===== config.mk =====
export PLATFORM = sky130hd
export DESIGN_NAME = lag_correlator
export DESIGN_NICKNAME = d
export VERILOG_FILES = /design/src/rtl/lag_correlator.sv
export SDC_FILE = /design/constraint.sdc
export NUM_CORES = 2
export LEC_CHECK = 0
export ABC_AREA = 0
export BUFFER_PORTS_ARGS = -buffer_cell sky130_fd_sc_hd__buf_2
export CAP_MARGIN = 10
export CORE_MARGIN = 3
export CORE_UTILIZATION = 45
export DETAILED_ROUTE_END_ITERATION = 8
export PLACE_DENSITY_LB_ADDON = 0.1
export SYNTH_ARGS = -nofsm -noshare
export SYNTH_HDL_FRONTEND = slang
export SYNTH_SLANG_ARGS = --single-unit

===== constraint.sdc =====
create_clock -name clk -period 6.8 [get_ports clk]
set_clock_uncertainty 0.1 [all_clocks]
set_input_delay 0 -clock clk [delete_from_list [all_inputs] [get_ports clk]]
set_output_delay 0 -clock clk [all_outputs]
set_load 0.005 [all_outputs]

===== src/rtl/lag_correlator.sv =====
module lag_correlator #(
  parameter int NLAGS = 32,
  parameter int ACC_W = 4,
  parameter int CNT_W = 24
) (
  input  logic                       clk,
  input  logic                       rst_n,
  input  logic                       clear,
  input  logic                       in_en,
  input  logic [1:0]                 sample,
  input  logic                       latch,
  input  logic                       rd_en,
  output logic [$clog2(NLAGS)-1:0]   rd_lag,
  output logic [CNT_W-1:0]           rd_count,
  output logic [ACC_W-1:0]           rd_resid,
  output logic                       rd_ovf
);
  localparam int IW = $clog2(NLAGS);
  localparam logic [CNT_W-1:0] CMAX = {CNT_W{1'b1}};
  localparam logic [IW-1:0] LAST = IW'(NLAGS - 1);

  function automatic logic [3:0] bias_prod(input logic [1:0] a, input logic [1:0] b);
    logic [3:0] mag;
    mag = (a[0] & b[0]) ? 4'd4 : ((a[0] | b[0]) ? 4'd3 : 4'd1);
    return (a[1] ^ b[1]) ? (4'd4 - mag) : (4'd4 + mag);
  endfunction

  logic [1:0]       hist     [NLAGS-1];
  logic [1:0]       tap      [NLAGS];
  logic [ACC_W-1:0] acc      [NLAGS];
  logic [CNT_W-1:0] cnt      [NLAGS];
  logic             ovf      [NLAGS];
  logic [ACC_W-1:0] hold_acc [NLAGS];
  logic [CNT_W-1:0] hold_cnt [NLAGS];
  logic             hold_ovf [NLAGS];
  logic [IW-1:0]    rd_ptr;

  assign tap[0] = sample;

  always_ff @(posedge clk or negedge rst_n) begin
    if (!rst_n) begin
      for (int i = 0; i < NLAGS-1; i++) hist[i] <= 2'b00;
    end else if (in_en) begin
      hist[0] <= sample;
      for (int i = 1; i < NLAGS-1; i++) hist[i] <= hist[i-1];
    end
  end

  always_ff @(posedge clk or negedge rst_n) begin
    if (!rst_n)      rd_ptr <= '0;
    else if (latch)  rd_ptr <= '0;
    else if (rd_en)  rd_ptr <= (rd_ptr == LAST) ? '0 : rd_ptr + 1'b1;
  end

  assign rd_lag   = rd_ptr;
  assign rd_count = hold_cnt[rd_ptr];
  assign rd_resid = hold_acc[rd_ptr];
  assign rd_ovf   = hold_ovf[rd_ptr];

  a_r8_latch_ptr: assert property (@(posedge clk) disable iff (!rst_n)
    latch |=> rd_ptr == '0);
  a_r8_wrap: assert property (@(posedge clk) disable iff (!rst_n)
    (rd_en && !latch && rd_ptr == LAST) |=> rd_ptr == '0);

  for (genvar k = 0; k < NLAGS; k++) begin : g_lag
    if (k > 0) begin : g_tap
      assign tap[k] = hist[k-1];
    end

    logic [ACC_W:0] sum;
    assign sum = {1'b0, acc[k]} + (ACC_W+1)'(bias_prod(sample, tap[k]));

    always_ff @(posedge clk or negedge rst_n) begin
      if (!rst_n) begin
        acc[k] <= '0;
        cnt[k] <= '0;
        ovf[k] <= 1'b0;
      end else if (clear) begin
        acc[k] <= '0;
        cnt[k] <= '0;
        ovf[k] <= 1'b0;
      end else if (in_en) begin
        acc[k] <= sum[ACC_W-1:0];
        if (sum[ACC_W]) begin
          if (cnt[k] == CMAX) ovf[k] <= 1'b1;
          else                cnt[k] <= cnt[k] + 1'b1;
        end
      end
    end

    always_ff @(posedge clk or negedge rst_n) begin
      if (!rst_n) begin
        hold_acc[k] <= '0;
        hold_cnt[k] <= '0;
        hold_ovf[k] <= 1'b0;
      end else if (latch) begin
        hold_acc[k] <= acc[k];
        hold_cnt[k] <= cnt[k];
        hold_ovf[k] <= ovf[k];
      end
    end

    a_r5_no_wrap: assert property (@(posedge clk) disable iff (!rst_n)
      (cnt[k] == CMAX && !clear) |=> cnt[k] == CMAX);
    a_r5_ovf_sticky: assert property (@(posedge clk) disable iff (!rst_n)
      (ovf[k] && !clear) |=> ovf[k]);
    a_r6_clear: assert property (@(posedge clk) disable iff (!rst_n)
      clear |=> (cnt[k] == '0 && acc[k] == '0 && !ovf[k]));
    a_r4_idle: assert property (@(posedge clk) disable iff (!rst_n)
      (!in_en && !clear) |=> ($stable(cnt[k]) && $stable(acc[k])));
    a_r7_capture: assert property (@(posedge clk) disable iff (!rst_n)
      latch |=> (hold_cnt[k] == $past(cnt[k]) && hold_acc[k] == $past(acc[k])));
    a_r9_hold: assert property (@(posedge clk) disable iff (!rst_n)
      !latch |=> ($stable(hold_cnt[k]) && $stable(hold_ovf[k])));
  end
endmodule


==> results.md <==
- HPWL Detailed: 211000 µm
- Crit path kind: flop to primary output
- Root buf cell: clkbuf_16
- Die width: 479 µm
- Number of global-route vias before repair: 71385
- # nets final: 9000
- Syn Nets: 9157
- Worst setup margin: 2.01 ns
- Min-delay worst type: primary input to flop
- Smallest hold slack: 0.151 ns
- RSZ-0062 raised after global routing: false
- Clock latency on the worst-skew pair: 0.87 ns
- Crit-path cells: buf_4, buf_4, mux4_2, mux2i_1, a221oi_1, buf_2
- Initial antenna violation count: 9
- Max incr delay on CP: 1.05 ns
- Async SR Flop Fraction: 100%
- Worst Tran Pin Value: 1.38 ns
- Post-Route WL: 302000 µm
- Initial Util: 45.3%
- Power density cells: 304 mW/mm²
- Max Freq: 0.209 GHz
- Synth Register Bits: 1923
- Leading cell type in the layout, fill and taps excluded: dfrtp_1
- Max cap viols: 0
- Critical path endpoint category: primary output
- Gr usage total: 26.1%
- Worst-path maximum fanout: 34
- Slew Viols, Final: 0
- Gate power share: 17.3%
- Sw frac: 30.5%
- Sequential share of the synthesized area: 47.8%
- I/O pin count: 42
- Core area: 0.222 mm²
- Worst Path Required: 6.70 ns
- Yosys top cell area share: 47.8%
- Post-synth EDFFs: 0
- Synthesized cell area: 0.101 mm²
- Finish-stage setup viols: 0
- Core Util, Final: 50.2%
- Layout area overhead: 10.8%
- Synth top area cells: dfrtp_1 (48%), mux2_2 (11%), mux4_2 (5.2%)
- Initial DRT Pass Iterations: 6
- Vias: 73805
- Fin. Hold Viols: 0
- Critical-path top delay cell: a221oi_1
- Post-route non-filler standard cell count: 11896
- Share of cells above drive strength 1: 21.1%
- Slew margin rel.: 7.99%
- GRT overflow: 0
- Leakage power: 48.5 nW
- Dpl cells: 11481
- Die height: 479 µm
- Largest area contributor in the netlist: dfrtp_1
- Largest net degree at the start of global routing: 172
- Global placer's final weighted congestion: 0.895
- Worst R2R Path Depth: 8
- Distinct cells, synth: 87
- First-pass GRT wire length: 464000 µm
- Filler Cells Inserted: 19613
- Setup TNS: 0 ns
- CTS tree: built
- Cells after Synth: 8893
- Most frequent cells in the layout: dfrtp_1 (1920), mux2_2 (1010), nor2_1 (532), nand2_1 (486), nand3_1 (433)
- Final Cycle Share: 70.5%
- Setup bufs post-CTS: 0
- Worst VDD drop: 262 µV
- Clock Power Share: 36.9%
- CTS resizes: 0
- PortBufs: 41
- Cell-internal power: 23.6 mW
- Net Switching: 10.3 mW
- Hold path cells: 3
- Critical Path Most Common Cell: buf_4
- Synth Warn #: 0
- Routed vias/inst: 6.20
- Arrival @ worst endpoint: 4.69 ns
- Drt drc: 0
- 1st-iter DRT viols: 6392
- Clk sink count: 1923
- Pre-CTS setup slack: 2.23 ns
- TritonCTS Buffers: 215
- Die area: 0.229 mm²
- Avg Synthesized Cell Area: 11.3 µm²
- Sequential share of power: 45.9%
- Worst-path clk slew: 0.06 ns
- CP startpoint kind: flop
- Post-route ant nets: 0
- Fin crit period: 4.79 ns
- Top_reg_cell synth: dfrtp_1
- H-tree Lvls: 4
- Outcome: finished clean
- Maximum buffer depth of the clock tree: 3
- Rows: 173
- WL per Instance: 25.4 µm
[worst max-delay path: cells and delay by family, from the launching register on]
| kind | cells | cell delay (ns) |
|---|---|---|
| buffers and inverters | 3 | 1.31 |
| AOI/OAI and AO/OA | 1 | 1.05 |
| DFF | 1 | 0.76 |
| muxes | 2 | 0.59 |
[metrics by stage]
stage | total power, mW | instance area [µm²]
5_1_grt | 35.6 | 112000
2_1_floorplan | 19.0 | 101000
6_report | 33.9 | 112000
3_5_place_dp | 21.6 | 104000
4_1_cts | 34.2 | 112000
3_3_place_gp | 21.3 | 104000
[synth_stat cells (31+ instances only)]
library cell and count:
xnor2_1 157, nor4b_1 33, buf_1 57, or4_1 80, o21ai_0 339, buf_2 61, a21oi_1 226, mux4_2 232
nand2_1 486, xor2_1 115, mux2_2 1010, a211oi_1 89, nand4_1 279, a221o_1 55, nor2b_1 42, o311ai_0 41
or3_1 107, mux2i_1 236, a211o_1 72, ha_1 225, and2_1 104, nor2_1 534, or2_2 49, nor3_1 154
o211ai_1 112, fa_1 31, nand3_1 433, and4_1 94, a22o_1 56, nor4_1 148, clkbuf_1 419, a21o_1 69
a221oi_1 37, and3_1 170, o31ai_1 31, dfrtp_1 1923, inv_1 144, a31oi_1 112
[power groups by stage]
stage	Sequential [mW]	Combinational, mW	Clock (mW)
after detailed placement	15.7	5.88	0
after global placement	15.6	5.71	0
after floorplan	14.5	4.48	0
after global routing	15.8	6.50	13.3
final	15.6	5.87	12.5
after CTS	15.5	5.93	12.8
[per-layer routing]
layer | global-route usage (%) | routed length, µm | up-vias
met5 | 0 | 13 | -
met4 | 7.50 | 8960 | 2
met3 | 3.96 | 16300 | 381
met2 | 40.5 | 139000 | 1951
met1 | 37.9 | 138000 | 38105
li1 | - | - | 33366
[cell families after synthesis]
| logic type | count (synthesis) | synth area share (%) |
|---|---|---|
| AND/OR/NAND/NOR | 2829 | 15.0 |
| flip-flops | 1923 | 47.8 |
| multiplexers | 1478 | 18.8 |
| AO/OA/AOI/OAI | 1448 | 9.92 |
| buffers and inverters | 687 | 2.66 |
| XOR/XNOR | 272 | 2.37 |
| adder cells (fa/ha/maj) | 256 | 3.41 |
[state kept, by name, indices dropped and copies added, names as in the netlist]
name      count
rd_lag        5
acc         128
ovf          32
hold_ovf     32
cnt         768
hold_cnt    768
hold_acc    128
hist         62
[final cells by class]
type                            instances  area [µm²]  share of cell area [%]
Multi-Input combinational cell       6283       50000                    44.8
Tap cell                             2975        3720                    3.34
Inverter                              144         548                   0.491
Antenna cell                            6        15.0                  0.0135
Timing Repair Buffer                  169        1560                    1.40
Clock buffer                          312        6400                    5.73
Sequential cell                      1923       48100                    43.1
Clock inverter                         84        1210                    1.09
[final timing paths]
path,slack (ns),startpoint,to
worst max-delay path,2.01,rd_lag[1],rd_count[8]
max in group asynchronous,4.84,rst_n,cnt[309]
worst max register to register,2.36,hist[49],cnt[585]
min in group asynchronous,0.40,rst_n,cnt[735]
worst min register to register,0.38,ovf[10],hold_ovf[10]
worst min-delay path,0.15,clear,acc[112]
[timing repair]
item | CTS | global route
hold buffers | 12 | 0
endpoints found under the setup margin | 0 | 0
hold endpoints to repair | 1548 | 0
(Power assumes the default switching activity.)
